$ cat src/rtl/ramp_adc_pkg.sv
// Package: shared types for the downward ramp ADC controller.
// Assumes nothing beyond a two-bit state encoding.
package ramp_adc_pkg;

    // Controller phases: load full scale, settle, step down, hold result
    typedef enum logic [1:0] {
        PH_LOAD   = 2'd0,
        PH_SETTLE = 2'd1,
        PH_STEP   = 2'd2,
        PH_HOLD   = 2'd3
    } ramp_phase_e;

endpackage

$ cat src/rtl/ramp_settle_timer.sv
// Settling timer: reloads to SETTLE_CYC-1 on request, then counts down to
// zero and stays there. Assumes SETTLE_CYC >= 1.
module ramp_settle_timer #(
    parameter int SETTLE_CYC = 20
) (
    input  logic clk,
    input  logic rst_n,
    input  logic reload,
    output logic expired
);
    localparam int CW = (SETTLE_CYC > 1) ? $clog2(SETTLE_CYC) : 1;
    localparam logic [CW-1:0] RELOAD_VAL = CW'(SETTLE_CYC - 1);

    logic [CW-1:0] cnt_q;

    // Reload on request, otherwise count down toward zero
    always_ff @(posedge clk) begin
        if (!rst_n)
            cnt_q <= '0;
        else if (reload)
            cnt_q <= RELOAD_VAL;
        else if (cnt_q != '0)
            cnt_q <= cnt_q - 1'b1;
    end

    assign expired = (cnt_q == '0);
endmodule

$ cat src/rtl/ramp_code_reg.sv
// Code and result registers: holds the DAC code (loaded to full scale,
// decremented with a floor at zero) and captures the result with a strobe.
// Assumes load has priority over decrement.
module ramp_code_reg #(
    parameter int WIDTH = 8
) (
    input  logic             clk,
    input  logic             rst_n,
    input  logic             load,
    input  logic             dec,
    input  logic             capture,
    output logic [WIDTH-1:0] code,
    output logic             code_zero,
    output logic [WIDTH-1:0] result,
    output logic             done
);
    localparam logic [WIDTH-1:0] FULL_SCALE = '1;

    assign code_zero = (code == '0);

    // DAC code: full scale on reset or load, step down otherwise
    always_ff @(posedge clk) begin
        if (!rst_n || load)
            code <= FULL_SCALE;
        else if (dec && !code_zero)
            code <= code - 1'b1;
    end

    // Result latch and one-cycle completion strobe
    always_ff @(posedge clk) begin
        if (!rst_n) begin
            result <= '0;
            done   <= 1'b0;
        end else begin
            done <= capture;
            if (capture)
                result <= code;
        end
    end
endmodule

$ cat src/rtl/ramp_ctrl_fsm.sv
// Sequencer: walks load -> settle -> (step -> settle)* -> hold. Start from
// any phase restarts. Assumes the comparator has settled once the timer expires.
module ramp_ctrl_fsm
    import ramp_adc_pkg::*;
(
    input  logic clk,
    input  logic rst_n,
    input  logic start,
    input  logic cmp_hi,
    input  logic settle_expired,
    input  logic code_zero,
    output logic timer_reload,
    output logic code_dec,
    output logic capture
);
    ramp_phase_e phase_q, phase_d;
    logic        finish;

    assign finish = (phase_q == PH_SETTLE) && settle_expired && (cmp_hi || code_zero);

    // Next-phase decision
    always_comb begin
        phase_d = phase_q;
        unique case (phase_q)
            PH_LOAD:   phase_d = PH_SETTLE;
            PH_SETTLE: if (settle_expired) phase_d = (cmp_hi || code_zero) ? PH_HOLD : PH_STEP;
            PH_STEP:   phase_d = PH_SETTLE;
            PH_HOLD:   phase_d = PH_HOLD;
            default:   phase_d = PH_HOLD;
        endcase
        if (start)
            phase_d = PH_LOAD;
    end

    // Phase register, idle in hold after reset
    always_ff @(posedge clk) begin
        if (!rst_n)
            phase_q <= PH_HOLD;
        else
            phase_q <= phase_d;
    end

    assign timer_reload = (phase_q == PH_LOAD) || (phase_q == PH_STEP);
    assign code_dec     = (phase_q == PH_STEP) && !start;
    assign capture      = finish && !start;
endmodule

$ cat src/rtl/ramp_adc.sv
// Top: downward ramp ADC controller. Drives a code to an external DAC,
// waits SETTLE_CYC cycles after every change, samples the comparator and
// either steps down or reports. Assumes cmp_hi is synchronous to clk.
module ramp_adc #(
    parameter int WIDTH      = 8,
    parameter int SETTLE_CYC = 20
) (
    input  logic             clk,
    input  logic             rst_n,
    input  logic             start,
    input  logic             cmp_hi,
    output logic [WIDTH-1:0] dac_code,
    output logic [WIDTH-1:0] result,
    output logic             done
);
    logic settle_expired;
    logic timer_reload;
    logic code_dec;
    logic capture;
    logic code_zero;

    ramp_ctrl_fsm u_fsm (
        .clk            (clk),
        .rst_n          (rst_n),
        .start          (start),
        .cmp_hi         (cmp_hi),
        .settle_expired (settle_expired),
        .code_zero      (code_zero),
        .timer_reload   (timer_reload),
        .code_dec       (code_dec),
        .capture        (capture)
    );

    ramp_settle_timer #(.SETTLE_CYC(SETTLE_CYC)) u_timer (
        .clk     (clk),
        .rst_n   (rst_n),
        .reload  (timer_reload),
        .expired (settle_expired)
    );

    ramp_code_reg #(.WIDTH(WIDTH)) u_code (
        .clk       (clk),
        .rst_n     (rst_n),
        .load      (start),
        .dec       (code_dec),
        .capture   (capture),
        .code      (dac_code),
        .code_zero (code_zero),
        .result    (result),
        .done      (done)
    );
endmodule

$ cat config.mk
export PLATFORM = sky130hd
export DESIGN_NAME = ramp_adc
export DESIGN_NICKNAME = d
export VERILOG_FILES = /design/src/rtl/ramp_adc_pkg.sv /design/src/rtl/ramp_settle_timer.sv /design/src/rtl/ramp_code_reg.sv /design/src/rtl/ramp_ctrl_fsm.sv /design/src/rtl/ramp_adc.sv
export SDC_FILE = /design/constraint.sdc
export NUM_CORES = 1
export LEC_CHECK = 0
export ABC_AREA = 1
export BUFFER_PORTS_ARGS = -buffer_cell sky130_fd_sc_hd__buf_2
export CORE_AREA = 5 5 55 57
export DETAILED_ROUTE_END_ITERATION = 10
export DIE_AREA = 0 0 60 62
export PLACE_DENSITY = 0.78
export RECOVER_POWER = 25
export SLEW_MARGIN = 30
export SYNTH_ARGS = -nofsm -noshare
export SYNTH_HDL_FRONTEND = slang
export SYNTH_SLANG_ARGS = --single-unit
$ cat constraint.sdc
create_clock -name clk -period 1.8 [get_ports clk]
set_input_delay 0.27 -clock clk [delete_from_list [all_inputs] [get_ports clk]]
set_output_delay 0.27 -clock clk [all_outputs]
set_load 0.01 [all_outputs]
# --- Word level (Yosys, flattened, before mapping) ---
# Index checks and enable logic that the tools add are counted.
totals:
  reg_bits: 24
  inputBits: 4
  elab_cells: 37
  out_inout_bits: 17
classes:
  reduce_logical: 18
  n_eq_ne: 4
  n_mux: 6
  addsub: 2
  bitwise_logic: 1
ops:
  columns: ["operator", "n"]
  rows:
  - ["2-to-1 mux 5 bit", 2]
  - ["logical NOT 8 bit", 1]
  - ["subtractor 8 x 1 -> 8 bit, second input constant", 1]
  - ["one-hot mux 2 bit (3 select lines)", 1]
  - ["logical AND 1 bit", 5]
  - ["logical NOT 5 bit", 1]
  - ["nonzero test 5 bit", 1]
  - ["subtractor 5 x 1 -> 5 bit, second input constant", 1]
  - ["equality test 2 bit, second input constant", 2]
  - ["2-to-1 mux 2 bit", 2]
  - ["OR reduction 2 bit", 2]
  - ["logical NOT 1 bit", 3]
  - ["logical OR 1 bit", 3]
  - ["inequality test 3 x 2 -> 1 bit, second input constant", 1]
  - ["equality test 2 x 1 -> 1 bit, second input constant", 1]
  - ["logical NOT 2 bit", 1]
  - ["nonzero test 2 bit", 1]
  - ["2-to-1 mux 1 bit", 1]
  - ["inverter 1 bit", 1]

# --- Logic depth before layout (Yosys ltp) ---
logic_depth:
  depth_word: 6
  depth_mapped: 8
  depth_no_buf: 8

# --- Cells and area by module ---
# From an unflattened synthesis, not the netlist that was laid out.
unflattened:
  hier_cells: 151
  area_unflattened_um2: 1138.6
modules_own_cells:
  columns: ["module", "seq_area_each_um2", "cells_per_inst", "n_inst", "area_per_inst_um2"]
  rows:
  - ["ramp_code_reg", 340.3, 104, 1, 795.8]
  - ["ramp_settle_timer", 100.1, 33, 1, 246.5]
  - ["ramp_ctrl_fsm", 40.0, 14, 1, 96.3]

# --- Worst setup path after synthesis ---
# No wires, ideal clock.
synth_path:
  path_type: "reg2reg"
  start: "reg u_code.code[0]"
  end: "reg u_code.result[0]"
  path_buffers: 1
  t_arrival_ns: 1.219
  required_ns: 1.690
  setup_slack_ns: 0.471
  stages_incl_launch_ff: 9
  period_less_slack_ns: 1.329
  setup_time_ns: 0.110
  path_cell_list: "dfxtp_1 inv_1 ha_1 nand2_2 o21ai_4 buf_6 nand4_1 nand2_1 nor2_1"
synth_via:
  elab_chain_len: 4
synth_rtl:
  columns: ["item", "line_no", "rtl"]
  rows:
  - ["from (decl)", "ramp_code_reg.sv:12", "output logic [WIDTH-1:0] code,"]
  - ["from (signal assigned)", "ramp_code_reg.sv:26", "code <= code - 1'b1;"]
  - ["logical NOT 8 bit", "ramp_code_reg.sv:19", "assign code_zero = (code == '0);"]
  - ["logical OR 1 bit", "ramp_ctrl_fsm.sv:19", "assign finish = (phase_q == PH_SETTLE) && settle_expired && (cmp_hi || code_zero);"]
  - ["logical AND 1 bit", "ramp_ctrl_fsm.sv:19", null]
  - ["logical AND 1 bit", "ramp_ctrl_fsm.sv:45", "assign capture = finish && !start;"]
  - ["to (signal assigned)", "ramp_code_reg.sv:37", "result <= code;"]
  - ["to (decl)", "ramp_code_reg.sv:14", "output logic [WIDTH-1:0] result,"]
# Parallel ways exist; a longest one is shown, timed or not.
# A chain may end at the register's enable or synchronous reset.

# --- Worst setup path in the final report ---
layout_path:
  start: "reg u_code.code[0]"
  end: "reg u_code.result[7]"
layout_via:
  elab_chain_len: 4
layout_rtl:
  columns: ["item", "line_no"]
  rows:
  - ["logical NOT 8 bit", "ramp_code_reg.sv:19"]
  - ["logical OR 1 bit", "ramp_ctrl_fsm.sv:19"]
  - ["logical AND 1 bit", "ramp_ctrl_fsm.sv:19"]
  - ["logical AND 1 bit", "ramp_ctrl_fsm.sv:45"]
# Every way passes these cells.

==> summary.txt <==
Outcome
  – Outcome: completed

Route
  – Met3 wire len: a little under 80 um
  – Iter 0 DRT Violations: 31
  – # DRC: 0
  – Vias per std cell: 4.766
  – Via count: 1039
  – Max Used Layer: met4
  – Post-route ant nets: 0
  – Avg WL per Cell: 10.54 um
  – DR pass1 iterations: 5
  – Met2 routed WL: approximately 1200 um
  – Routed length on met1: 1048 um
  – Final wirelength: 2298 um

Layout
  – Inserted Diodes: 0
  – Leading cell type in the layout, fill and taps excluded: nand2_1
  – Finished Layout Cells: between 200 and 250
  – Layout fillers: 240
  – Layout cell share with drive strength beyond 1: 0.1649
  – P&R area growth vs syn: 11.35%
  – Design area: around 1400 um^2
  – Most frequent cells in the layout: 36 x nand2_1, 33 x inv_1, 24 x dfxtp_1, 15 x nor2_1, 11 x buf_2
  – Nets@finish: 196

Die
  – Ports: 21
  – Die height: 62 um
  – Starting Density: 0.5123
  – Chip Width: 60 um
  – Die Footprint: 3720 um^2
  – Row cnt: 18
  – Total core area: 2432 um^2

STA
  – Final cycle utilization of the critical path: 0.8629
  – Slew Limit Fails: 0
  – Slew HR: 0.7244
  – Slew of the pin with the lowest slew margin: a little over 400 ps
  – Post-layout minimum cycle time: 1553 ps
  – Fin worst setup slack: ~250 ps
  – Setup Skew: 3.927 ps
  – Endpoints failing setup: 0
  – Setup tns final: 0 ps
  – Fmax achieved: 0.6438 GHz
  – RSZ-0062 raised after global routing: no
  – Endpoints failing hold: 0

Logic synthesis
  – Avg Inst Size Synth: 7.418 um^2
  – Netlist cell types: 26
  – Gate Count Post-Synth: roughly 170
  – Sequential cell area fraction in the yosys report: 0.3855
  – Post-synthesis cell area: 1246 um^2
  – Post-Syn Nets: 175
  – #FFs+latches synth: 24
  – Yosys warns: 0

Pwr
  – Worst vdd ir: ~820 uV
  – Pleak: between 0.6 and 0.7 nW
  – Pwr Density: slightly below 1000 nW/um^2

Worst setup path
  – Setup crit start kind: flop
  – WP data arrival: 1810 ps
  – Slowest stage cell on the critical path: dfxtp_1
  – Worst-path maximum fanout: 11
  – Crit-path max cell delay: 340 ps
  – Setup Crit Path Kind: reg -> reg
  – Most frequent cell on the critical path: inv_1
  – Worst Path Buf+Inv: 2
  – Worst path cell trace: inv_1, ha_1, nand2_2, o21ai_4, nand3_4, nand2_1, inv_1, nor2_1
  – Worst setup EP type: flop
  – Cell family with most CP delay: simple AND/OR/NAND/NOR gates
  – CP Data Required Time: slightly above 2000 ps

Placed design
  – Placed cell area: ~1300 um^2
  – Post-Place Setup Slack: roughly 290 ps
  – Placer Congestion: roughly 0.82
  – HPWL after DPL: 1826 um
  – Inst Count DP: approximately 210
  – IO buf count: 20

Clocking
  – Clk slew on worst S/H paths: 130 ps
  – Root buf cell: clkbuf_4
  – Cts hold-fix bufs: 0
  – CTS resizes: 0
  – Clock buffer depth: 2
  – Sinks on the clock net: 24
  – Total CTS buffers: 3
  – Htree depth: 1
  – TritonCTS clock tree: yes
  – Postcts setup bufs: 0
  – Clock Latency Late Sink: a little over 300 ps

Global route
  – GRT Util Overall: 0.1346
  – Initial antenna violation count: 0
  – Number of global-route vias before repair: 946
  – Largest net degree at the start of global routing: 15
  – Grt ovf: 0
  – First-pass GRT wire length: 3884 um

Flow run
  – Maximum Capacitance Violations: 0

Hold path
  – Worst hold-check path type: in -> reg
## registers in the layout (all words and copies together) (netlist names)
| signal | count |
|---|---|
| u_code.done | 1 |
| u_timer.cnt_q | 5 |
| u_code.result | 8 |
| u_code.code | 8 |
| u_fsm.phase_q | 2 |
## Yosys cell counts
cell type | count | share of area
nor2_2 | 3 | 0.015
o21ai_0 | 4 | 0.016
xnor2_1 | 2 | 0.014
clkinv_1 | 1 | 0.0030
and3_1 | 1 | 0.0050
o211ai_1 | 1 | 0.0060
nor2_1 | 15 | 0.045
xor2_1 | 4 | 0.028
nor2_4 | 3 | 0.027
ha_1 | 3 | 0.030
nand4_1 | 9 | 0.045
o21ai_4 | 1 | 0.013
o211ai_2 | 3 | 0.030
inv_2 | 2 | 0.0060
nand3_2 | 1 | 0.0080
buf_1 | 1 | 0.0030
o21ai_1 | 2 | 0.0080
a21oi_1 | 3 | 0.012
nand2_1 | 36 | 0.11
nand3_1 | 7 | 0.028
nand3_4 | 1 | 0.014
dfxtp_1 | 24 | 0.39
inv_1 | 33 | 0.099
nand2_2 | 2 | 0.010
buf_6 | 3 | 0.027
nor3_1 | 3 | 0.012
## per-layer routing
layer  GRT usage  vias up
met5           0        -
met4     0.02848        0
met3     0.03719        2
met2      0.2469       15
met1      0.1563      460
li1            -      562
## kinds of logic (layout without fill, tap and decap cells)
logic type,after synthesis,after routing,synth area share
fa+ha+maj,3,3,0.03012
flops,24,24,0.3855
xor+xnor,6,6,0.04217
simple gates,81,81,0.3183
compound gates,14,14,0.08535
buf+inv,40,60,0.1385
## path summary, 6_finish.rpt
| kind | startpoint | endpoint | slack (ps) | cells after the start |
|---|---|---|---|---|
| setup / recovery | u_code.code[0] | u_code.result[7] | 250 | 8 |
| hold / removal | start | u_fsm.phase_q[1] | 220 | 2 |
| setup reg to reg | u_code.code[0] | u_code.result[7] | 250 | 8 |
| hold reg to reg | u_timer.cnt_q[4] | u_timer.cnt_q[4] | 480 | 2 |
## through the flow
step / util / hold slack [ps] / total power, mW
final: 0.5705 / 222.4 / 1.377
after global routing: 0.5705 / 216.9 / 1.462
after CTS: 0.5751 / 202.9 / 1.396
after detailed placement: 0.5535 / 461.5 / 1.009
after global placement: 0.5535 / 450.1 / 0.9855
after floorplan: - / 381.2 / 0.9449
## cell type report
type | instances | area, um^2 | area share
clock buffers | 3 | 22.52 | 0.01623
clock inverters | 1 | 30.03 | 0.02164
inverters | 36 | 135.1 | 0.09739
multi-input cells | 104 | 593.1 | 0.4274
flip-flops and latches | 24 | 480.5 | 0.3463
well taps | 30 | 37.54 | 0.02705
repair buffers | 20 | 88.84 | 0.06402
## power breakdown
group / internal, mW / switching, mW
clock network: 0.225 / 0.159
logic: 0.135 / 0.222
registers: 0.593 / 0.0433
total: 0.953 / 0.424
Power figures use the tool's default switching activity.
